`src/rtl/stk_pkg.sv`:
```
// Package: shared types of the stack sequencer.
// Assumes: operation encoding fixed by the request port (2 bits).
package stk_pkg;

    // Request operation codes as seen on req_op.
    typedef enum logic [1:0] {
        OP_PUSH    = 2'b00,
        OP_POP     = 2'b01,
        OP_PUSHALL = 2'b10,
        OP_NONE    = 2'b11
    } stk_op_e;

    // Sequencer states; ST_SLOT repeats once per register slot.
    typedef enum logic [1:0] {
        ST_IDLE   = 2'd0,
        ST_SINGLE = 2'd1,
        ST_PROBE  = 2'd2,
        ST_SLOT   = 2'd3
    } stk_state_e;

endpackage

```
`src/rtl/stk_ptr_calc.sv`:
```
// Module: stk_ptr_calc
// Forms the linear access address and the next pointer register value
// from a pointer and two offsets. In narrow-stack mode, the sum is cut to
// WRAP_W bits before the base is added, and the upper pointer bits are kept.
// Assumes: offsets are two's complement in PW bits.
module stk_ptr_calc #(
    parameter int PW     = 32,
    parameter int WRAP_W = 16
) (
    input  logic          big,
    input  logic [PW-1:0] base,
    input  logic [PW-1:0] ptr,
    input  logic [PW-1:0] acc_off,
    input  logic [PW-1:0] nxt_off,
    output logic [PW-1:0] lin,
    output logic [PW-1:0] nxt
);
    localparam int UP_W = PW - WRAP_W;

    logic [PW-1:0] acc_sum;
    logic [PW-1:0] acc_view;
    logic [PW-1:0] nxt_sum;

    // Access address: pointer plus offset, wrapped in narrow mode, plus base.
    always_comb begin
        acc_sum  = ptr + acc_off;
        acc_view = big ? acc_sum : {{UP_W{1'b0}}, acc_sum[WRAP_W-1:0]};
        lin      = base + acc_view;
    end

    // Next pointer: full sum in wide mode, low half replaced in narrow mode.
    always_comb begin
        nxt_sum = ptr + nxt_off;
        nxt     = big ? nxt_sum : {ptr[PW-1:WRAP_W], nxt_sum[WRAP_W-1:0]};
    end

endmodule

```
`src/rtl/stk_wdata_sel.sv`:
```
// Module: stk_wdata_sel
// Picks the write data: push data for single pushes, the register file
// for frame slots, and the captured pointer in the pointer slot.
// Narrow accesses are zero-extended from the low half.
// Assumes: rf_rd_data is a combinational read of index slot_idx.
module stk_wdata_sel #(
    parameter int PW      = 32,
    parameter int SLOT_W  = 3,
    parameter int SP_SLOT = 4
) (
    input  logic              in_slot,
    input  logic [SLOT_W-1:0] slot_idx,
    input  logic              wide,
    input  logic [PW-1:0]     rf_rd_data,
    input  logic [PW-1:0]     orig_ptr,
    input  logic [PW-1:0]     data_r,
    output logic [PW-1:0]     wdata
);
    localparam int HALF_W = PW / 2;

    logic [PW-1:0] raw;

    // Source select, then width trim.
    always_comb begin
        if (!in_slot)
            raw = data_r;
        else if (slot_idx == SLOT_W'(SP_SLOT))
            raw = orig_ptr;
        else
            raw = rf_rd_data;
        wdata = wide ? raw : {{HALF_W{1'b0}}, raw[HALF_W-1:0]};
    end

endmodule

```
`src/rtl/stk_seq.sv`:
```
// Module: stk_seq
// Control of the stack unit: accepts one request when idle, drives the memory
// handshake, commits the pointer only after a clean acknowledge, and walks
// the probe plus NREGS slots of the frame store.
// Assumes: mem_ack comes while mem_req is high; mem_fault is valid with it.
module stk_seq
    import stk_pkg::*;
#(
    parameter int PW     = 32,
    parameter int WRAP_W = 16,
    parameter int NREGS  = 8,
    parameter int SLOT_W = 3,
    parameter int LEN_W  = 6
) (
    input  logic              clk,
    input  logic              rst_n,
    input  logic              req_valid,
    input  logic [1:0]        req_op,
    input  logic              req_wide,
    input  logic              req_big,
    input  logic [PW-1:0]     seg_base,
    input  logic [PW-1:0]     push_data,
    input  logic [PW-1:0]     sp_value,
    input  logic              mem_ack,
    input  logic              mem_fault,
    input  logic [PW-1:0]     mem_rdata,
    input  logic [PW-1:0]     nxt_ptr,
    output logic [PW-1:0]     cur_ptr,
    output logic [PW-1:0]     orig_ptr,
    output logic [PW-1:0]     base_r,
    output logic [PW-1:0]     data_r,
    output logic              big_r,
    output logic              wide_r,
    output logic [PW-1:0]     acc_off,
    output logic [PW-1:0]     nxt_off,
    output logic              in_slot,
    output logic [SLOT_W-1:0] slot_idx,
    output logic              mem_req,
    output logic              mem_we,
    output logic              mem_probe,
    output logic [LEN_W-1:0]  mem_len,
    output logic              busy,
    output logic              done,
    output logic              fault,
    output logic              sp_wr_en,
    output logic [PW-1:0]     sp_wr_data,
    output logic [PW-1:0]     pop_data
);
    localparam int            HALF_W   = PW / 2;
    localparam logic [PW-1:0] WIDE_B   = PW'(PW / 8);
    localparam logic [PW-1:0] NARROW_B = PW'(PW / 16);
    localparam logic [SLOT_W-1:0] LAST_SLOT = SLOT_W'(NREGS - 1);

    stk_state_e        state;
    stk_op_e           op_r;
    logic [SLOT_W-1:0] slot_r;
    logic [PW-1:0]     sz;
    logic [PW-1:0]     frame;
    logic              is_pop;

    // Access size and frame size from the latched width.
    always_comb begin
        sz     = wide_r ? WIDE_B : NARROW_B;
        frame  = sz * PW'(NREGS);
        is_pop = (state == ST_SINGLE) && (op_r == OP_POP);
    end

    // Offsets fed to the pointer calculator for the current state.
    always_comb begin
        case (state)
            ST_SINGLE: acc_off = is_pop ? '0 : ('0 - sz);
            ST_PROBE:  acc_off = '0 - frame;
            default:   acc_off = '0 - sz;
        endcase
        nxt_off = is_pop ? sz : ('0 - sz);
    end

    // Memory port and status decode from the state.
    always_comb begin
        mem_req   = (state != ST_IDLE);
        mem_we    = !is_pop;
        mem_probe = (state == ST_PROBE);
        mem_len   = LEN_W'((state == ST_PROBE) ? frame : sz);
        busy      = (state != ST_IDLE);
        in_slot   = (state == ST_SLOT);
        slot_idx  = slot_r;
    end

    // Request acceptance, handshake progress and pointer commit.
    always_ff @(posedge clk) begin
        if (!rst_n) begin
            state      <= ST_IDLE;
            op_r       <= OP_PUSH;
            wide_r     <= 1'b0;
            big_r      <= 1'b0;
            base_r     <= '0;
            data_r     <= '0;
            cur_ptr    <= '0;
            orig_ptr   <= '0;
            slot_r     <= '0;
            done       <= 1'b0;
            fault      <= 1'b0;
            sp_wr_en   <= 1'b0;
            sp_wr_data <= '0;
            pop_data   <= '0;
        end else begin
            done     <= 1'b0;
            fault    <= 1'b0;
            sp_wr_en <= 1'b0;
            case (state)
                ST_IDLE: begin
                    if (req_valid && (req_op != OP_NONE)) begin
                        op_r     <= stk_op_e'(req_op);
                        wide_r   <= req_wide;
                        big_r    <= req_big;
                        base_r   <= seg_base;
                        data_r   <= push_data;
                        cur_ptr  <= sp_value;
                        orig_ptr <= sp_value;
                        slot_r   <= '0;
                        state    <= (req_op == OP_PUSHALL) ? ST_PROBE : ST_SINGLE;
                    end
                end
                ST_SINGLE: begin
                    if (mem_ack) begin
                        state <= ST_IDLE;
                        if (mem_fault) begin
                            fault <= 1'b1;
                        end else begin
                            done       <= 1'b1;
                            sp_wr_en   <= 1'b1;
                            sp_wr_data <= nxt_ptr;
                            if (op_r == OP_POP)
                                pop_data <= wide_r ? mem_rdata
                                                   : {{HALF_W{1'b0}}, mem_rdata[HALF_W-1:0]};
                        end
                    end
                end
                ST_PROBE: begin
                    if (mem_ack) begin
                        if (mem_fault) begin
                            fault <= 1'b1;
                            state <= ST_IDLE;
                        end else begin
                            state <= ST_SLOT;
                        end
                    end
                end
                ST_SLOT: begin
                    if (mem_ack) begin
                        if (mem_fault) begin
                            fault <= 1'b1;
                            state <= ST_IDLE;
                        end else begin
                            sp_wr_en   <= 1'b1;
                            sp_wr_data <= nxt_ptr;
                            cur_ptr    <= nxt_ptr;
                            if (slot_r == LAST_SLOT) begin
                                done  <= 1'b1;
                                state <= ST_IDLE;
                            end else begin
                                slot_r <= slot_r + 1'b1;
                            end
                        end
                    end
                end
                default: state <= ST_IDLE;
            endcase
        end
    end

    AST_COMMIT_CLEAN: assert property (@(posedge clk) disable iff (!rst_n)
        sp_wr_en |-> $past(mem_ack && !mem_fault));
    AST_FAULT_FROM_PORT: assert property (@(posedge clk) disable iff (!rst_n)
        fault |-> $past(mem_ack && mem_fault));
    AST_OUTCOME_AFTER_ACK: assert property (@(posedge clk) disable iff (!rst_n)
        (done || fault) |-> $past(mem_ack));
    AST_UPPER_KEPT: assert property (@(posedge clk) disable iff (!rst_n)
        (sp_wr_en && !big_r) |-> (sp_wr_data[PW-1:WRAP_W] == orig_ptr[PW-1:WRAP_W]));
    AST_BUSY_IGNORES: assert property (@(posedge clk) disable iff (!rst_n)
        (busy && req_valid) |=> $stable(orig_ptr));

endmodule

```
`src/rtl/stk_engine.sv`:
```
// Module: stk_engine (top)
// Stack push/pop/frame-store unit with 16- or 32-bit pointer mode.
// Wires the control sequencer, the address/pointer calculator and the
// write data selector to the register file and memory ports.
// Assumes: sp_value and rf_rd_data are combinational register file reads.
module stk_engine #(
    parameter int PW      = 32,
    parameter int WRAP_W  = 16,
    parameter int NREGS   = 8,
    parameter int SP_SLOT = 4,
    localparam int SLOT_W = $clog2(NREGS),
    localparam int LEN_W  = $clog2(NREGS * (PW / 8)) + 1
) (
    input  logic              clk,
    input  logic              rst_n,
    input  logic              req_valid,
    input  logic [1:0]        req_op,
    input  logic              req_wide,
    input  logic              req_big,
    input  logic [PW-1:0]     seg_base,
    input  logic [PW-1:0]     push_data,
    output logic              busy,
    output logic              done,
    output logic              fault,
    output logic [PW-1:0]     pop_data,
    input  logic [PW-1:0]     sp_value,
    output logic              sp_wr_en,
    output logic [PW-1:0]     sp_wr_data,
    output logic [SLOT_W-1:0] rf_rd_idx,
    input  logic [PW-1:0]     rf_rd_data,
    output logic              mem_req,
    output logic              mem_we,
    output logic              mem_probe,
    output logic [LEN_W-1:0]  mem_len,
    output logic [PW-1:0]     mem_addr,
    output logic [PW-1:0]     mem_wdata,
    input  logic              mem_ack,
    input  logic              mem_fault,
    input  logic [PW-1:0]     mem_rdata
);
    logic [PW-1:0]     cur_ptr;
    logic [PW-1:0]     orig_ptr;
    logic [PW-1:0]     base_r;
    logic [PW-1:0]     data_r;
    logic              big_r;
    logic              wide_r;
    logic [PW-1:0]     acc_off;
    logic [PW-1:0]     nxt_off;
    logic [PW-1:0]     nxt_ptr;
    logic              in_slot;
    logic [SLOT_W-1:0] slot_idx;

    stk_seq #(
        .PW(PW), .WRAP_W(WRAP_W), .NREGS(NREGS), .SLOT_W(SLOT_W), .LEN_W(LEN_W)
    ) u_seq (
        .clk(clk), .rst_n(rst_n),
        .req_valid(req_valid), .req_op(req_op), .req_wide(req_wide), .req_big(req_big),
        .seg_base(seg_base), .push_data(push_data), .sp_value(sp_value),
        .mem_ack(mem_ack), .mem_fault(mem_fault), .mem_rdata(mem_rdata),
        .nxt_ptr(nxt_ptr),
        .cur_ptr(cur_ptr), .orig_ptr(orig_ptr), .base_r(base_r), .data_r(data_r),
        .big_r(big_r), .wide_r(wide_r), .acc_off(acc_off), .nxt_off(nxt_off),
        .in_slot(in_slot), .slot_idx(slot_idx),
        .mem_req(mem_req), .mem_we(mem_we), .mem_probe(mem_probe), .mem_len(mem_len),
        .busy(busy), .done(done), .fault(fault),
        .sp_wr_en(sp_wr_en), .sp_wr_data(sp_wr_data), .pop_data(pop_data)
    );

    stk_ptr_calc #(
        .PW(PW), .WRAP_W(WRAP_W)
    ) u_calc (
        .big(big_r), .base(base_r), .ptr(cur_ptr),
        .acc_off(acc_off), .nxt_off(nxt_off),
        .lin(mem_addr), .nxt(nxt_ptr)
    );

    stk_wdata_sel #(
        .PW(PW), .SLOT_W(SLOT_W), .SP_SLOT(SP_SLOT)
    ) u_wsel (
        .in_slot(in_slot), .slot_idx(slot_idx), .wide(wide_r),
        .rf_rd_data(rf_rd_data), .orig_ptr(orig_ptr), .data_r(data_r),
        .wdata(mem_wdata)
    );

    // Register file index follows the frame slot.
    assign rf_rd_idx = slot_idx;

    AST_REQ_HELD: assert property (@(posedge clk) disable iff (!rst_n)
        (mem_req && !mem_ack) |=> (mem_req && $stable(mem_addr) && $stable(mem_we)));
    AST_NARROW_WINDOW: assert property (@(posedge clk) disable iff (!rst_n)
        (mem_req && !big_r) |-> ((mem_addr - base_r) < (PW'(1) << WRAP_W)));
    AST_PROBE_IS_WRITE: assert property (@(posedge clk) disable iff (!rst_n)
        mem_probe |-> (mem_we && mem_req));

endmodule

```
`config.mk`:
```
export PLATFORM = sky130hd
export DESIGN_NAME = stk_engine
export DESIGN_NICKNAME = d
export VERILOG_FILES = /design/src/rtl/stk_pkg.sv /design/src/rtl/stk_ptr_calc.sv /design/src/rtl/stk_wdata_sel.sv /design/src/rtl/stk_seq.sv /design/src/rtl/stk_engine.sv
export SDC_FILE = /design/constraint.sdc
export NUM_CORES = 1
export LEC_CHECK = 0
export BUFFER_PORTS_ARGS = -buffer_cell sky130_fd_sc_hd__clkbuf_2
export CAP_MARGIN = 15
export CORE_ASPECT_RATIO = 0.6
export CORE_UTILIZATION = 50
export DETAILED_ROUTE_END_ITERATION = 8
export GPL_TIMING_DRIVEN = 0
export PLACE_DENSITY = 0.78
export SLEW_MARGIN = 40
export SYNTH_ARGS = -nofsm -noshare
export SYNTH_HDL_FRONTEND = slang
export SYNTH_SLANG_ARGS = --single-unit
```
`constraint.sdc`:
```
create_clock -name clk -period 6.92 [get_ports clk]
set_input_delay 1.038 -clock clk [delete_from_list [all_inputs] [get_ports clk]]
set_output_delay 1.038 -clock clk [all_outputs]
set_load 0.05 [all_outputs]
```
==> results.md, run 1 <==
* Status: finished, violations left
* Failing checks: negative setup slack
* H-tree levels at 1
* Final global-route overflow total at 0
* Yosys reg bits at 204
* # rows at 45
* Area contributors post-synth: dfxtp_1 (31%), a21oi_1 (9.9%), nand2_1 (9.9%), ha_1 (9.9%), nor2_1 (4.4%)
* Placed Cells at approximately 2,400
* Syn Std Cell Area at 0.01314 mm2
* Ys flop type: dfxtp_1
* Largest area contributor in the netlist: dfxtp_1
* Setup crit end kind: primary output
* Final core utilization at 64.45%
* Final Hold Fails at 0
* Cts bufs inserted at 21
* CTS clk-pin slew, worst paths at 0.06 ns
* Die area at between 0.02 and 0.03 mm2
* Die Span Y at 127.6 um
* Top Ports at between 300 and 400
* Max-slew headroom at 40.44%
* Classification of the worst-slack hold path: flip-flop to flip-flop
* Yosys cell types at slightly below 70
* Slew @ Worst Pin at 0.8934 ns
* DRC viols at 0
* Post-synthesis sequential area ratio at 31.09%
* CP max stage cell: o41a_1
* Gr usage total at 34.70%
* Largest net degree at the start of global routing at 16
* Core box area at 0.02556 mm2
* Worst setup SP type: flip-flop
* Antenna violations before repair at 3
* Critical path type: flip-flop to primary output
* Clock Tree Buf Depth at 3
* Most frequent cells in the layout: nand2_1 (346), clkbuf_2 (307), a21oi_1 (255)
* Final cell count without fillers at approximately 2,500
* Post-synthesis area per instance at roughly 7.5 um2
* Final Setup Violations at 1
* Cell family with most CP delay: compound AO/OA/AOI/OAI gates
* Vias in the first global route at 13,080
* Clk Latency, worst-skew pair at 0.53 ns
* CTS tree: built
* Post-DP HPWL at 38,110 um
* WHS at approximately 0.45 ns
* Final worst slack at -0.03396 ns
* Layout net count at 2,399
* Crit path arrival time at 5.92 ns
* Post-synth top area share at 31.09%
* Routability cong. at 0.9815
* Total of max-cap violations at 0
* Synth warn at 0
* Post-route ant nets at 0
* Starting Density at 51.39%
* Mapped Cells at 1,760
* Final WL at 49,000 um
* RSZ-0062 raised after global routing: yes
* Async SR Flop Fraction at 0%
* Period minus WS final at slightly below 7 ns
* Final Max Tran Viols at 0
* Setup TNS at -0.03396 ns
* IO Port Bufs at between 300 and 400
* Setup Skew at 0.02131 ns
* Most common cell after layout, fill and taps aside: nand2_1
* Share of layout cells above drive strength 1 at 20.97%
* Die width at 211.3 um
* Worst Path Required at roughly 5.9 ns
* Layout area overhead at 25.42%
* Root Driver: clkbuf_16
* Initial DRC count at 1,754
* Via count of the routed design at 14,680
* Highest cell delay on the worst timing path at 0.39 ns
* Avg WL per Cell at 19.66 um
* EDFF count, synth at 0
* Max Fclk at 143.8 MHz
* Pre-Repair DR Iteration Count at 6
* Crit-path max FO at 7
* Period utilisation layout at 100.5%
* Clock sink total at roughly 200
* CP Buf/Inv Count at 3
* DR vias/cell at 5.892
* First-pass GRT wire length at approximately 73,000 um
## cell usage after synthesis (3+ instances only)
master / instances
o21ai_1: 6
nor3_1: 32
dfxtp_1: 204
nand3b_1: 4
a311oi_1: 16
xor2_1: 22
a21oi_1: 261
mux2i_1: 35
a211o_1: 4
a21boi_0: 5
o22ai_1: 7
inv_1: 36
o21ai_0: 65
nand2_1: 347
or2_2: 7
nand3_1: 45
and2_1: 7
nor3b_1: 5
o21a_1: 22
a22oi_1: 3
a41oi_1: 4
xnor2_1: 48
o211ai_1: 14
fa_1: 3
clkbuf_1: 85
nor2_1: 154
a221o_1: 3
a21o_1: 54
a211oi_1: 34
and4_1: 5
nor4_1: 3
nor2b_1: 7
buf_1: 11
ha_1: 104
nand2b_1: 14
a31oi_1: 11
buf_4: 3
nand4_1: 10
o21bai_1: 8
and3_1: 13
## sequential cells by signal, indices dropped and copies added, names as in the netlist, 2 cells and up
name / cells
u_seq.base_r: 32
u_seq.state: 2
u_seq.orig_ptr: 32
u_seq.slot_idx: 3
u_seq.cur_ptr: 32
u_seq.pop_data: 32
u_seq.op_r: 2
u_seq.sp_wr_data: 32
u_seq.data_r: 32
## worst min-delay path, stage by stage (launching register included)
cell and delay, ns:
dfxtp_1 0.31, nand2_1 0.05, a21oi_1 0.05
## through the flow
step / cell area (um2) / worst slack [ns]
4_1_cts: 16250 / 0.01342
5_1_grt: 16470 / -0.3008
2_1_floorplan: 13170 / -0.05299
6_report: 16480 / -0.03396
3_3_place_gp: 15160 / -0.7913
3_5_place_dp: 15180 / -0.8944
## layer usage
metal  global-route usage, %  part of all wire (%)  wire (um)
met1                   51.60                    45      22140
met2                   49.21                    40      19690
met3                   9.587                    13       6178
met4                   7.289                   2.0        972
met5                       0                 0.035         17
## final cells by class
class / instances / area, um2
Inverter: 39 / 152.6
Tap cell: 352 / 440.4
Clock buffer: 28 / 571.8
Fill cell: 2338 / 9086
Clock inverter: 8 / 142.6
Sequential cell: 204 / 4091
Antenna cell: 4 / 10.01
Buffer: 98 / 382.9
Timing Repair Buffer: 339 / 1807
Multi-Input combinational cell: 1420 / 8877
## cell families (layout without fill, tap and decap cells)
family | count (synthesis) | in the layout | share of synthesized area, %
compound gates | 549 | 549 | 25.96
xor+xnor | 70 | 70 | 4.667
fa+ha+maj | 107 | 107 | 10.36
buf+inv | 138 | 512 | 4.029
flops | 204 | 204 | 31.09
mux | 36 | 36 | 2.753
other cells | 1 | 6 | 0.02855
simple gates | 655 | 656 | 21.12
## path summary, 6_finish.rpt
path	start	endpoint	slack [ns]	cells after the start
hold reg to reg	u_seq.pop_data[17]$_SDFFE_PN0P_	u_seq.pop_data[17]$_SDFFE_PN0P_	0.45	2
hold / removal	u_seq.pop_data[17]$_SDFFE_PN0P_	u_seq.pop_data[17]$_SDFFE_PN0P_	0.45	2
setup reg to reg	u_seq.state[1]$_SDFFE_PN0P_	u_seq.cur_ptr[30]$_SDFFE_PN0P_	2.58	14
setup / recovery	u_seq.state[1]$_SDFFE_PN0P_	mem_addr[31]	-0.03	27
## repair_timing
action,CTS,global route
hold buffers,0,0
cloned,1,0
gates resized for setup,50,33
setup buffers,14,13
pin swaps,19,31
setup endpoints to repair,15,8
Power of run 1 is left out: the tool's default activity adds up to more than one toggle a clock period on the data nets, which glitch-free logic cannot reach.
==> run 2: changes to the inputs <==
--- a/config.mk
+++ b/config.mk
@@ -8,10 +8,11 @@
 export BUFFER_PORTS_ARGS = -buffer_cell sky130_fd_sc_hd__clkbuf_2
 export CAP_MARGIN = 15
 export CORE_ASPECT_RATIO = 0.6
-export CORE_UTILIZATION = 50
+export CORE_UTILIZATION = 51
+export CTS_BUF_LIST = sky130_fd_sc_hd__clkbuf_4 sky130_fd_sc_hd__clkbuf_8
 export DETAILED_ROUTE_END_ITERATION = 8
 export GPL_TIMING_DRIVEN = 0
-export PLACE_DENSITY = 0.78
+export PLACE_DENSITY = 0.8
 export SLEW_MARGIN = 40
 export SYNTH_ARGS = -nofsm -noshare
 export SYNTH_HDL_FRONTEND = slang
==> run 2 against run 1 <==
Effect of this change: design area decreased by 0.68%; routed wire length about the same; hold slack worse by 0.0015 ns; register-to-register slack lost 0.22 ns; first-iteration DRC count shrank 4.7%; non-clock buffer count is 1 higher; clock skew decreased by 0.0015 ns; the run still ends with negative setup slack left; worst setup slack worse by 0.0023 ns; via count grew 0.90%; cell count is 0.28% lower; sequential share of layout area up 0.18 points; critical endpoint unchanged.
==> results.md, run 2 (synthesized netlist as in run 1, its figures left out) <==
* Via count of the routed design at 14,820 (was 14,680)
* Antenna violations before repair at 3 (unchanged)
* Final Setup Violations at 1 (unchanged)
* Placed Cells at 2,403 (was 2,425)
* Max-slew headroom at 39.29% (was 40.44%)
* Status: finished, violations left (unchanged)
* Post-route ant nets at 0 (unchanged)
* First-pass GRT wire length at 73,530 um (was 72,820 um)
* Setup Skew at 0.01986 ns (was 0.02131 ns)
* Post-DP HPWL at 37,660 um (was 38,110 um)
* Failing checks: negative setup slack (unchanged)
* Setup crit end kind: primary output (unchanged)
* Die width at 209.2 um (was 211.3 um)
* Die area at 0.02642 mm2 (was 0.02695 mm2)
* DR vias/cell at 5.962 (was 5.892)
* Crit path arrival time at 5.92 ns (about the same)
* Most frequent cells in the layout: nand2_1 (346), clkbuf_2 (307), a21oi_1 (257) (was nand2_1 (346), clkbuf_2 (307), a21oi_1 (255))
* Clk Latency, worst-skew pair at 0.61 ns (was 0.53 ns)
* Period utilisation layout at 100.5% (about the same)
* Top Ports at 313 (unchanged)
* CTS Hold Bufs at 0 (unchanged)
* Avg WL per Cell at 19.70 um (was 19.66 um)
* Classification of the worst-slack hold path: flip-flop to flip-flop (unchanged)
* Max Fclk at 143.8 MHz (about the same)
* Pre-Repair DR Iteration Count at 6 (unchanged)
* H-tree levels at 1 (unchanged)
* CTS clk-pin slew, worst paths at 0.07 ns (was 0.06 ns)
* Vias in the first global route at 13,250 (was 13,080)
* Worst setup SP type: flip-flop (unchanged)
* Final worst slack at -0.03630 ns (was -0.03396 ns)
* CP max stage cell: o41a_1 (unchanged)
* Gr usage total at 35.44% (was 34.70%)
* Starting Density at 51.96% (was 51.39%)
* Crit-path max FO at 5 (was 7)
* Layout area overhead at 24.56% (was 25.42%)
* R2r setup slk at 2.36 ns (was 2.58 ns)
* FILL cells at 2,305 (was 2,338)
* DRC viols at 0 (unchanged)
* Final Hold Fails at 0 (unchanged)
* Routability cong. at 0.9595 (was 0.9815)
* Layout net count at 2,410 (was 2,399)
* Period minus WS final at 6.956 ns (was 6.954 ns)
* Critical path type: flip-flop to primary output (unchanged)
* Clock sink total at 204 (unchanged)
* Total of max-cap violations at 0 (unchanged)
* # rows at 45 (unchanged)
* Final WL at 48,960 um (was 49,000 um)
* Most common cell after layout, fill and taps aside: nand2_1 (unchanged)
* Final cell count without fillers at 2,485 (was 2,492)
* RSZ-0062 raised after global routing: yes (unchanged)
* Worst Path Required at 5.88 ns (about the same)
* Largest net degree at the start of global routing at 16 (unchanged)
* Core box area at 0.02528 mm2 (was 0.02556 mm2)
* Slew @ Worst Pin at 0.9106 ns (was 0.8934 ns)
* IO Port Bufs at 310 (unchanged)
* Die Span Y at 126.3 um (was 127.6 um)
* Root Driver: clkbuf_8 (was clkbuf_16)
* Final global-route overflow total at 0 (unchanged)
* Cts bufs inserted at 30 (was 21)
* Final Max Tran Viols at 0 (unchanged)
* Setup TNS at -0.03630 ns (was -0.03396 ns)
* Highest cell delay on the worst timing path at 0.40 ns (was 0.39 ns)
* Clock Tree Buf Depth at 3 (unchanged)
* CTS tree: built (unchanged)
* Share of layout cells above drive strength 1 at 21.87% (was 20.97%)
* Initial DRC count at 1,671 (was 1,754)
[run 2: changes by cell type in the layout (fill, tap and decap cells not counted), moves of 4 or more]
cell       before  now
bufinv_16       4    0
clkbuf_4        2   11
clkbuf_1       87   81
clkbuf_16      21    0
clkbuf_8        2   37
[run 2: routing by layer]
| layer | GRT usage [%] | vias up | share of wire, % |
|---|---|---|---|
| met5 | 0 | - | 0 |
| met4 | 7.699 | 0 | 2.1 |
| met3 | 11.12 | 94 | 13 |
| met2 | 50.35 | 825 | 40 |
| met1 | 51.87 | 6918 | 45 |
| li1 | - | 6979 | - |
[run 2: cell type report]
class / instances / area [um2] / area share [%]
well taps: 329 / 411.6 / 2.516
inverters: 39 / 158.9 / 0.9711
clock inverters: 5 / 27.53 / 0.1682
diodes: 2 / 5.005 / 0.03059
plain buffers: 98 / 382.9 / 2.340
multi-input cells: 1421 / 8885 / 54.30
flip-flops and latches: 204 / 4093 / 25.01
repair buffers: 340 / 1815 / 11.09
clock buffers: 47 / 584.3 / 3.571
[run 2: path summary, 6_finish.rpt]
check,startpoint,endpoint,depth (start not counted)
worst max-delay path,u_seq.state[0]$_SDFFE_PN0P_,mem_addr[31],25
worst min-delay path,u_seq.pop_data[27]$_SDFFE_PN0P_,u_seq.pop_data[27]$_SDFFE_PN0P_,2
worst max register to register,u_seq.state[1]$_SDFFE_PN0P_,u_seq.cur_ptr[30]$_SDFFE_PN0P_,16
worst min register to register,u_seq.pop_data[27]$_SDFFE_PN0P_,u_seq.pop_data[27]$_SDFFE_PN0P_,2
[run 2: worst max-delay path, delay by kind of cell, from the launching register on]
kind	cells	cell delay (ns)
buffers and inverters	3	0.31
adders and majority gates	3	0.93
and+or+nand+nor	9	1.46
AOI/OAI and AO/OA	8	1.83
DFF	1	0.39
xor gates and xnor gates	2	0.37
[run 2: timing repair]
item | in CTS | in global routing
hold endpoints to repair | 0 | 0
endpoints found under the setup margin | 15 | 11
setup buffers | 17 | 9
resized for setup | 44 | 45
cloned | 2 | 0
pin swaps | 19 | 33
[run 2: through the flow]
step	hold slack, ns	instance area [um2]	worst slack, ns	util [%]
global route	0.4662	16360	-0.2524	64.71
global placement	0.4377	15130	-0.7022	59.84
CTS	0.4518	16110	-0.01707	63.74
floorplan	0.4357	13170	-0.05299	-
finish	0.4511	16360	-0.03630	64.73
detailed placement	0.4430	15160	-0.9679	59.96
Power of run 2 is left out for the same reason.
==> run 3: changes to the inputs <==
--- a/config.mk
+++ b/config.mk
@@ -13,6 +13,7 @@
 export DETAILED_ROUTE_END_ITERATION = 8
 export GPL_TIMING_DRIVEN = 0
 export PLACE_DENSITY = 0.8
+export RECOVER_POWER = 25
 export SLEW_MARGIN = 40
 export SYNTH_ARGS = -nofsm -noshare
 export SYNTH_HDL_FRONTEND = slang
==> run 3 against run 2 <==
Effect of this change: the run still ends with negative setup slack left; critical path depth did not move; count of clock-buffer cells in the layout did not move; hold slack got worse by 0.00054 ns; routed wire length rose by 0.27%; worst setup slack improved by 0.0019 ns; global-route usage did not move; clock skew fell by 0.0059 ns; register-to-register slack got worse by 0.07 ns; flip-flop and latch count did not move; via count rose by 0.23%; highest routed layer unchanged.
==> results.md, run 3 (synthesized netlist as in run 1, its figures left out) <==
* Worst setup SP type: flip-flop (unchanged)
* Critical path type: flip-flop to primary output (unchanged)
* Final Setup Violations at 1 (unchanged)
* Initial DRC count at 1,615 (was 1,671)
* Die Span Y at 126.3 um (unchanged)
* Slew @ Worst Pin at 1.062 ns (was 0.9106 ns)
* Crit-path max FO at 5 (unchanged)
* Final cell count without fillers at 2,484 (was 2,485)
* RSZ-0062 raised after global routing: yes (unchanged)
* Cell family with most CP delay: compound AO/OA/AOI/OAI gates (unchanged)
* Clock sink total at 204 (unchanged)
* Largest net degree at the start of global routing at 16 (unchanged)
* Vias in the first global route at 13,250 (unchanged)
* Core box area at 0.02528 mm2 (unchanged)
* H-tree levels at 1 (unchanged)
* Status: finished, violations left (unchanged)
* Cts bufs inserted at 30 (unchanged)
* Failing checks: negative setup slack (unchanged)
* CP max stage cell: o41a_1 (unchanged)
* Top Ports at 313 (unchanged)
* R2r setup slk at 2.29 ns (was 2.36 ns)
* CTS tree: built (unchanged)
* Antenna violations before repair at 3 (unchanged)
* Avg WL per Cell at 19.76 um (was 19.70 um)
* Hold path cells at 2 (unchanged)
* Routability cong. at 0.9595 (unchanged)
* Layout area overhead at 23.79% (was 24.56%)
* Reg2reg start: u_seq.state[1]$_SDFFE_PN0P_ (unchanged)
* Highest cell delay on the worst timing path at 0.40 ns (about the same)
* Period utilisation layout at 100.5% (about the same)
* Final WL at 49,090 um (was 48,960 um)
* Crit path arrival time at 5.92 ns (about the same)
* Most frequent cells in the layout: nand2_1 (346), a21oi_1 (257), clkbuf_2 (236) (was nand2_1 (346), clkbuf_2 (307), a21oi_1 (257))
* DR WL met2 at 19,720 um (was 19,570 um)
* DRC viols at 0 (unchanged)
* Share of layout cells above drive strength 1 at 18.43% (was 21.87%)
* First-pass GRT wire length at 73,530 um (unchanged)
* Root Driver: clkbuf_8 (unchanged)
* Die area at 0.02642 mm2 (unchanged)
* Final Max Tran Viols at 0 (unchanged)
* CP Buf/Inv Count at 3 (unchanged)
* Worst-case reg-to-reg path depth at 16 (unchanged)
* Worst Path Required at 5.88 ns (about the same)
* Finished Cell Area at 0.01626 mm2 (was 0.01636 mm2)
* Layout net count at 2,410 (unchanged)
* R2r endpoint: u_seq.cur_ptr[30]$_SDFFE_PN0P_ (unchanged)
* Most common cell after layout, fill and taps aside: nand2_1 (unchanged)
* Placed Cells at 2,403 (unchanged)
* Gr usage total at 35.44% (unchanged)
* Pre-CTS setup slack at -0.9679 ns (unchanged)
* Highest routed metal layer: met4 (unchanged)
* Clk Latency, worst-skew pair at 0.61 ns (about the same)
* DR vias/cell at 5.978 (was 5.962)
* Max-slew headroom at 28.91% (was 39.29%)
* Final Hold Fails at 0 (unchanged)
* Register area at 0.004093 mm2 (unchanged)
* IO Port Bufs at 310 (unchanged)
* # rows at 45 (unchanged)
* Met1 WL at 22,140 um (was 22,160 um)
* Routed length on met3 at 6189 um (was 6184 um)
* Pre-Repair DR Iteration Count at 7 (was 6)
* Starting Density at 51.96% (unchanged)
* Max Fclk at 143.8 MHz (about the same)
* Final core utilization at 64.33% (was 64.73%)
* CTS clk-pin slew, worst paths at 0.07 ns (about the same)
* Period minus WS final at 6.954 ns (was 6.956 ns)
* Setup Skew at 0.01399 ns (was 0.01986 ns)
* Hold Crit Endpoint: u_seq.pop_data[27]$_SDFFE_PN0P_ (unchanged)
* Clock Tree Buf Depth at 3 (unchanged)
* Post-route ant nets at 0 (unchanged)
* Setup crit end kind: primary output (unchanged)
* Via count of the routed design at 14,850 (was 14,820)
* Final global-route overflow total at 0 (unchanged)
* Multi-input gate area at 0.008882 mm2 (was 0.008885 mm2)
* Final worst slack at -0.03440 ns (was -0.03630 ns)
* Post-DP HPWL at 37,660 um (unchanged)
* Total of max-cap violations at 0 (unchanged)
* CTS Hold Bufs at 0 (unchanged)
* Placed cell areas at 0.01516 mm2 (unchanged)
* Classification of the worst-slack hold path: flip-flop to flip-flop (unchanged)
* Hold_sp: u_seq.pop_data[27]$_SDFFE_PN0P_ (unchanged)
* FILL cells at 2,360 (was 2,305)
* Die width at 209.2 um (unchanged)
-- run 3: how the worst max path moves through the flow --
stage | startpoint | endpoint | slack (ns) | cells after the start
after floorplan | u_seq.state[0]$_SDFFE_PN0P_ | mem_addr[31] | -0.05 | 23
after global placement | u_seq.state[1]$_SDFFE_PN0P_ | mem_addr[31] | -0.70 | 27
after detailed placement | u_seq.state[1]$_SDFFE_PN0P_ | mem_addr[31] | -0.97 | 27
after CTS | u_seq.state[0]$_SDFFE_PN0P_ | mem_addr[31] | -0.02 | 25
after global routing | u_seq.state[0]$_SDFFE_PN0P_ | mem_addr[31] | -0.25 | 26
final | u_seq.state[0]$_SDFFE_PN0P_ | mem_addr[31] | -0.03 | 25
-- run 3: final cells by class --
cell class / instances / area share [%]
tap: 329 / 2.531
timing repair buffer: 340 / 10.57
sequential: 204 / 25.17
antenna: 1 / 0.01539
multi-input combinational: 1421 / 54.62
inverter: 39 / 0.9771
clock inverter: 5 / 0.1693
buffer: 98 / 2.354
clock buffer: 47 / 3.593
-- run 3: what timing repair did --
action                     4_1_cts  5_1_grt
setup endpoints to repair       15       11
pin swaps                       19       33
gates cloned                     2        0
resized for setup               44       45
buffers inserted                17        9
-- run 3: stage by stage --
| step | hold slack, ns | setup TNS [ns] |
|---|---|---|
| after floorplan | 0.4357 | -0.05299 |
| after global placement | 0.4377 | -2.809 |
| after detailed placement | 0.4430 | -4.858 |
| after CTS | 0.4518 | -0.01707 |
| after global routing | 0.4654 | -0.3428 |
| final | 0.4505 | -0.03440 |
-- run 3: worst reg2reg max path: stages, from the launching register on --
cell	delay, ns
dfxtp_4	0.36
inv_4	0.08
ha_4	0.17
clkbuf_1	0.14
nand3b_1	0.29
clkbuf_1	0.32
nand2b_1	0.25
ha_1	0.33
a211oi_1	0.32
o21a_1	0.22
o22ai_1	0.18
a221oi_1	0.54
nor2_1	0.16
a31oi_1	0.27
o21ai_0	0.14
a221oi_1	0.56
o211ai_1	0.17
-- run 3: metal layers --
layer  vias to the layer above  GRT usage [%]
met5                         -              0
met4                         0          7.699
met3                        94          11.12
met2                       783          50.35
met1                      7004          51.87
li1                       6969              -
Power of run 3 is left out for the same reason.
